`src/rtl/txc_pkg.sv`:
```
package txc_pkg;

    localparam int HDR_BYTES = 4;

    typedef enum logic [1:0] {
        PH_HDR,
        PH_PAY,
        PH_DRAIN
    } phase_t;

    // Header layout; bit positions are decoded by the host, so they are fixed.
    typedef struct packed {
        logic       is_data;     // 31
        logic       seq;         // 30
        logic       no_rx;       // 29
        logic [4:0] pad_hi;      // 28:24
        logic [1:0] vend;        // 23:22
        logic       has_data;    // 21
        logic       has_start;   // 20
        logic [3:0] start_word;  // 19:16
        logic       pad_mid;     // 15
        logic       has_end;     // 14
        logic [5:0] end_byte;    // 13:8
        logic [1:0] ts_req;      // 7:6
        logic [4:0] pad_lo;      // 5:1
        logic       parity;      // 0
    } chunk_hdr_t;

    function automatic logic hdr_odd_ok(input logic [31:0] w);
        return ^w;
    endfunction

endpackage

```
`src/rtl/txc_framer.sv`:
```
module txc_framer
    import txc_pkg::*;
#(
    parameter int PAY_BYTES = 64
) (
    input  logic                          clk,
    input  logic                          rst,
    input  logic                          link_sel,
    input  logic                          in_valid,
    input  logic [7:0]                    in_byte,
    output logic                          hdr_fire,
    output logic [31:0]                   hdr_word,
    output logic                          pay_valid,
    output logic [$clog2(PAY_BYTES)-1:0]  pay_pos,
    output logic [7:0]                    pay_byte
);
    localparam int POS_W = $clog2(PAY_BYTES);

    phase_t             phase_q;
    logic [POS_W-1:0]   cnt_q;
    logic [23:0]        sh_q;
    logic               take;

    assign take      = link_sel && in_valid;
    assign hdr_word  = {sh_q, in_byte};
    assign hdr_fire  = take && (phase_q == PH_HDR) && (cnt_q == POS_W'(HDR_BYTES - 1));
    assign pay_valid = take && (phase_q == PH_PAY);
    assign pay_pos   = cnt_q;
    assign pay_byte  = in_byte;

    always_ff @(posedge clk) begin
        if (rst || !link_sel) begin
            phase_q <= PH_HDR;
            cnt_q   <= '0;
            sh_q    <= '0;
        end else if (take) begin
            case (phase_q)
                PH_HDR: begin
                    sh_q <= {sh_q[15:0], in_byte};
                    if (hdr_fire) begin
                        cnt_q   <= '0;
                        phase_q <= (hdr_odd_ok(hdr_word) && !hdr_word[31]) ? PH_DRAIN : PH_PAY;
                    end else begin
                        cnt_q <= cnt_q + 1'b1;
                    end
                end
                PH_PAY: begin
                    if (cnt_q == POS_W'(PAY_BYTES - 1)) begin
                        cnt_q   <= '0;
                        phase_q <= PH_HDR;
                    end else begin
                        cnt_q <= cnt_q + 1'b1;
                    end
                end
                default: begin
                    phase_q <= PH_DRAIN;
                end
            endcase
        end
    end

endmodule

```
`src/rtl/txc_credit.sv`:
```
module txc_credit #(
    parameter int CREDIT_MAX = 31
) (
    input  logic                              clk,
    input  logic                              rst,
    input  logic                              consume,
    input  logic                              release_one,
    output logic [$clog2(CREDIT_MAX+1)-1:0]   level,
    output logic                              empty
);
    localparam int CW = $clog2(CREDIT_MAX + 1);

    logic [CW-1:0] lvl_q;

    always_ff @(posedge clk) begin
        if (rst) begin
            lvl_q <= CW'(CREDIT_MAX);
        end else if (consume && !release_one) begin
            lvl_q <= lvl_q - 1'b1;
        end else if (release_one && !consume && (lvl_q != CW'(CREDIT_MAX))) begin
            lvl_q <= lvl_q + 1'b1;
        end
    end

    assign level = lvl_q;
    assign empty = (lvl_q == '0);

endmodule

```
`src/rtl/txc_extract.sv`:
```
module txc_extract
    import txc_pkg::*;
#(
    parameter int PAY_BYTES = 64
) (
    input  logic                          clk,
    input  logic                          rst,
    input  logic                          byte_vld,
    input  logic [$clog2(PAY_BYTES)-1:0]  pos,
    input  logic [7:0]                    byte_in,
    input  chunk_hdr_t                    hdr,
    output logic                          out_valid,
    output logic [7:0]                    out_byte,
    output logic                          out_first,
    output logic                          out_last,
    output logic                          out_abort,
    output logic [1:0]                    out_ts
);
    localparam int POS_W = $clog2(PAY_BYTES);

    logic               open_q;
    logic [1:0]         ts_q;
    logic [POS_W-1:0]   s_pos;
    logic [POS_W-1:0]   e_pos;
    logic               start_here;
    logic               emit;
    logic               last;
    logic [1:0]         ts_now;

    assign s_pos      = POS_W'({hdr.start_word, 2'b00});
    assign e_pos      = POS_W'(hdr.end_byte);
    assign start_here = byte_vld && hdr.has_start && (pos == s_pos);
    assign emit       = byte_vld && (open_q || start_here);
    assign last       = emit && hdr.has_end && (pos == e_pos);
    assign ts_now     = start_here ? hdr.ts_req : ts_q;

    always_ff @(posedge clk) begin
        if (rst) begin
            open_q    <= 1'b0;
            ts_q      <= '0;
            out_valid <= 1'b0;
            out_byte  <= '0;
            out_first <= 1'b0;
            out_last  <= 1'b0;
            out_abort <= 1'b0;
            out_ts    <= '0;
        end else begin
            out_valid <= emit;
            out_byte  <= byte_in;
            out_first <= start_here;
            out_last  <= last;
            out_abort <= start_here && open_q;
            out_ts    <= ts_now;
            if (byte_vld) begin
                open_q <= emit && !last;
            end
            if (start_here) begin
                ts_q <= hdr.ts_req;
            end
        end
    end

endmodule

```
`src/rtl/txchunk_rx.sv`:
```
module txchunk_rx
    import txc_pkg::*;
#(
    parameter int PAY_BYTES  = 64,
    parameter int CREDIT_MAX = 31
) (
    input  logic                              clk,
    input  logic                              rst,
    input  logic                              link_sel,
    input  logic                              in_valid,
    input  logic [7:0]                        in_byte,
    input  logic                              buf_free,
    output logic                              out_valid,
    output logic [7:0]                        out_byte,
    output logic                              out_first,
    output logic                              out_last,
    output logic                              out_abort,
    output logic [1:0]                        out_ts,
    output logic [$clog2(CREDIT_MAX+1)-1:0]   credits,
    output logic                              hdr_bad,
    output logic                              ovf_err,
    output logic                              seq_err
);
    localparam int POS_W = $clog2(PAY_BYTES);

    logic               hdr_fire;
    logic [31:0]        hdr_word;
    logic               pay_valid;
    logic [POS_W-1:0]   pay_pos;
    logic [7:0]         pay_byte;

    chunk_hdr_t         hw;
    chunk_hdr_t         hdr_q;
    logic               par_ok;
    logic               good_data;
    logic               want;
    logic               no_credit;
    logic               consume;
    logic               take_q;
    logic               seen_q;
    logic               seq_q;

    txc_framer #(.PAY_BYTES(PAY_BYTES)) u_framer (
        .clk       (clk),
        .rst       (rst),
        .link_sel  (link_sel),
        .in_valid  (in_valid),
        .in_byte   (in_byte),
        .hdr_fire  (hdr_fire),
        .hdr_word  (hdr_word),
        .pay_valid (pay_valid),
        .pay_pos   (pay_pos),
        .pay_byte  (pay_byte)
    );

    assign hw        = chunk_hdr_t'(hdr_word);
    assign par_ok    = hdr_odd_ok(hdr_word);
    assign good_data = hdr_fire && par_ok && hw.is_data;
    assign want      = good_data && hw.has_data;
    assign consume   = want && !no_credit;

    txc_credit #(.CREDIT_MAX(CREDIT_MAX)) u_credit (
        .clk         (clk),
        .rst         (rst),
        .consume     (consume),
        .release_one (buf_free),
        .level       (credits),
        .empty       (no_credit)
    );

    always_ff @(posedge clk) begin
        if (rst) begin
            take_q  <= 1'b0;
            hdr_q   <= '0;
            hdr_bad <= 1'b0;
            ovf_err <= 1'b0;
            seq_err <= 1'b0;
            seen_q  <= 1'b0;
            seq_q   <= 1'b0;
        end else begin
            hdr_bad <= hdr_fire && !par_ok;
            ovf_err <= want && no_credit;
            seq_err <= good_data && seen_q && (hw.seq == seq_q);
            if (hdr_fire) begin
                take_q <= consume;
                hdr_q  <= hw;
            end
            if (good_data) begin
                seen_q <= 1'b1;
                seq_q  <= hw.seq;
            end
        end
    end

    txc_extract #(.PAY_BYTES(PAY_BYTES)) u_extract (
        .clk       (clk),
        .rst       (rst),
        .byte_vld  (pay_valid && take_q),
        .pos       (pay_pos),
        .byte_in   (pay_byte),
        .hdr       (hdr_q),
        .out_valid (out_valid),
        .out_byte  (out_byte),
        .out_first (out_first),
        .out_last  (out_last),
        .out_abort (out_abort),
        .out_ts    (out_ts)
    );

endmodule

```
`config.mk`:
```
export PLATFORM = sky130hd
export DESIGN_NAME = txchunk_rx
export DESIGN_NICKNAME = d
export VERILOG_FILES = /design/src/rtl/txc_pkg.sv /design/src/rtl/txc_framer.sv /design/src/rtl/txc_credit.sv /design/src/rtl/txc_extract.sv /design/src/rtl/txchunk_rx.sv
export SDC_FILE = /design/constraint.sdc
export NUM_CORES = 1
export LEC_CHECK = 0
export CORE_MARGIN = 2
export CORE_UTILIZATION = 50
export DETAILED_ROUTE_END_ITERATION = 6
export DONT_BUFFER_PORTS = 1
export PLACE_DENSITY = 0.73
export SETUP_SLACK_MARGIN = 0.5
export SYNTH_ARGS = -nofsm -noshare
export SYNTH_HDL_FRONTEND = slang
export SYNTH_SLANG_ARGS = --single-unit
```
`constraint.sdc`:
```
create_clock -name clk -period 5.7 [get_ports clk]
set_clock_uncertainty 0.2 [all_clocks]
set_input_delay 0.855 -clock clk [delete_from_list [all_inputs] [get_ports clk]]
set_output_delay 0.855 -clock clk [all_outputs]
set_load 0.1 [all_outputs]
```
==> key figures <==
Place
  • Worst slack, placed: 1.18 ns
  • Hpwl dp: 4110 um
  • GPL Wtd Cong: 0.875
  • Port Buffers: 0

CTS
  • Setup bufs post-CTS: 0
  • Post-CTS resize count: 0
  • Clock Path Buffers: 2
  • Clock sink count: 72
  • TritonCTS Buffers: 9
  • Worst-skew pair later-pin latency: 0.34 ns
  • TritonCTS clock tree: yes
  • Clk pin slew, worst setup/hold paths: 0.07 ns
  • Root Buffer: clkbuf_8
  • CTS H-tree depth: 3
  • Post-CTS Hold Buffers: 0

Global routing
  • First-pass GRT wire length: 10,200 um
  • Vias in the first global route: 2,151
  • Final global-route overflow total: 0
  • Global Route Usage Sum: 18.3%
  • Initial antenna violation count: 0
  • Largest net degree at the start of global routing: 42

Critical path
  • Req. time, crit path: 5.73 ns
  • Setup crit start kind: primary input
  • Setup CP Type: primary input to flip-flop
  • Crit-path max FO: 25
  • Crit path top cell by count: nand2_1
  • Crit path max-delay family: simple AND/OR/NAND/NOR gates
  • CP endpoint kind: flip-flop
  • Crit path cell chain: nand2_1 > or2_1 > nor2_4 > nand3_2 > nor4_2 > nand2_1 > xnor2_1 > ha_1 > or3_1 > a21oi_1 > and3_1 > o22ai_1 > xor2_1 > nand2b_1
  • CP Buf/Inv Count: 0
  • Crit-path slowest cell: nor4_2
  • R2R depth: 13
  • RR Endpoint: u_credit.level[4]
  • Crit path largest cell delay: 0.52 ns
  • Worst reg2reg startpoint: u_framer.phase_q[1]
  • Worst reg-to-reg setup slack: 1.75 ns
  • Arr. time, crit path: 4.21 ns

Detailed routing
  • Drt first pass iters: 4
  • ANT nets after route: 0
  • DRT iter0 DRCs: 144
  • DR DRC count: 0
  • WL per Instance: 13.5 um
  • WL final: 6010 um
  • Via count: 2,366
  • Via density: 5.30

Final layout
  • Layout area overhead: 7.49%
  • Antenna Cells: 0
  • Layout cell share with drive strength beyond 1: 7.01%
  • Nets: 384

Synth
  • Ys Warns: 0
  • Largest cells by area after synthesis: dfxtp_1 (46%), nand2_1 (10%), xnor2_1 (9.3%)
  • Post-synth top area share: 46.2%
  • Leading cell types by count after synthesis: nand2_1 (87), dfxtp_1 (72), a21oi_1 (48), xnor2_1 (33)
  • Syn_area_per_cell: 8.42 um2
  • Syn Inst Count: 371
  • Most numerous cell in the Yosys netlist: nand2_1
  • Ys async rst share: 0%
  • Syn_nets: 388
  • Largest area contributor in the synthesized netlist: dfxtp_1
  • Most used DFF post-synth: dfxtp_1
  • Post-synthesis sequential area ratio: 46.2%
  • Synth cell types: 42
  • Number of enable flip-flop cells after synthesis: 0
  • FF+latch count, synth: 72
  • Post-Syn Area: 3120 um2

Timing
  • Final setup vio count: 0
  • Crit share post-route: 73.2%
  • Fmax: 0.240 GHz
  • Setup TNS: 0 ns
  • Worst-margin pin slew: 1.10 ns
  • Slew Viols, Final: 0
  • RSZ-0062 raised after global routing: no
  • Fin worst setup slack: 1.53 ns
  • Hold Vio Cnt, Final: 0
  • Rel. slew slack: 26.9%
  • Fin crit period: 4.17 ns

Floorplan
  • Starting density of the core: 52.1%
  • Die area: 6890 um2
  • Core box area: 5990 um2
  • Boundary Pins: 35
  • Row count: 28
  • DIE WIDTH: 83.0 um
  • Height of the die: 83.0 um

Power
  • Worst vdd ir: 285 uV
  • Pleak: 0.00117 uW
  • Power per cell area: 357 nW/um2

Min path
  • Hold EP: seq_err
  • Hold Path Class: flip-flop to flip-flop
  • Hold Path Stages: 2
  • HP Start: seen_q

Run status
  • Status: finished clean

Run
  • Max-cap violations: 0
## logic make-up after synthesis
logic type               after synthesis  synth area share, %
AO/OA/AOI/OAI                         64                 11.2
adder cells (fa/ha/maj)                4                 1.60
buffers and inverters                 24                 3.08
multiplexers                           3                0.962
flip-flops                            72                 46.2
AND/OR/NAND/NOR                      153                 22.7
XOR/XNOR                              51                 14.3
## worst max path at each step
| stage | startpoint | to | cells past startpoint |
|---|---|---|---|
| 6_report | in_valid | u_credit.level[4] | 14 |
| 5_1_grt | in_valid | u_credit.level[4] | 14 |
| 4_1_cts | in_valid | u_credit.level[4] | 14 |
| 3_5_place_dp | in_valid | u_credit.level[4] | 14 |
| 3_3_place_gp | in_valid | u_credit.level[4] | 14 |
| 2_1_floorplan | in_valid | u_credit.level[4] | 14 |
## flip-flops by register name, summed over array words and instances (netlist names)
register             count
take_q                   1
u_framer.pay_pos         6
seq_err                  1
u_extract.out_ts         2
u_extract.open_q         1
ovf_err                  1
u_extract.out_abort      1
u_extract.out_valid      1
u_credit.level           5
hdr_bad                  1
u_framer.phase_q         2
seen_q                   1
u_framer.sh_q           24
seq_q                    1
u_extract.out_first      1
u_extract.out_last       1
u_extract.out_byte       8
hdr_q                   14
## power breakdown
group	internal (uW)	total [uW]	switching [uW]
Sequential	520	574	54.0
Clock	211	383	171
Combinational	75.7	241	165
Total	807	1200	391
## cells in the final DEF (no fill, tap or decap), types with 2 or more instances in the layout
cell and n:
a31oi_1 3, nor2_1 18, xor2_1 18, nand2_1 87, mux2i_1 3, o21ai_0 4
nand3_1 4, clkbuf_1 2, a21oi_1 48, nor2b_1 8, xnor2_1 33, o22ai_1 2
clkbuf_8 10, buf_4 4, nor4_2 2, or3_1 2, nor3_1 5, nor2_2 2
nand4_1 5, nor4_1 3, nand2b_1 5, nand3b_1 2, dfxtp_1 72, a21o_1 2
ha_1 4, and3_1 2, inv_1 4
## stage by stage
stage          total power (uW)  std cells  hold slack, ns  area, um2  utilization [%]
5_1_grt                    1260        446           0.269       3360             56.0
6_report                   1200        446           0.252       3360             56.0
3_3_place_gp                818        431           0.236       3170             52.9
2_1_floorplan               790        371           0.224       3120                -
4_1_cts                    1210        446           0.253       3360             56.0
3_5_place_dp                825        431           0.243       3170             52.9
## area by class of cell
cell class / instances / area, um2
Clock buffer: 12 / 145
Clock inverter: 3 / 42.5
Fill cell: 544 / 2630
Inverter: 5 / 18.8
Multi-Input combinational cell: 275 / 1590
Sequential cell: 72 / 1440
Tap cell: 75 / 93.8
Timing Repair Buffer: 4 / 30.0
## per-layer routing
metal	global-route usage (%)	up-vias	share of wire, %
li1	-	1213	-
met1	23.4	1099	48
met2	28.3	49	45
met3	7.06	5	5.3
met4	6.26	0	1.2
met5	0	-	0
## worst reg2reg max path: stages, from the launching register on
cell,delay [ns]
dfxtp_1,0.36
or2_1,0.31
nor2_4,0.49
nand3_2,0.41
nor4_2,0.53
nand2_1,0.19
xnor2_1,0.20
ha_1,0.23
or3_1,0.32
a21oi_1,0.14
and3_1,0.16
o22ai_1,0.09
xor2_1,0.15
nand2b_1,0.07
No activity file was read; power rests on OpenSTA's default activity.
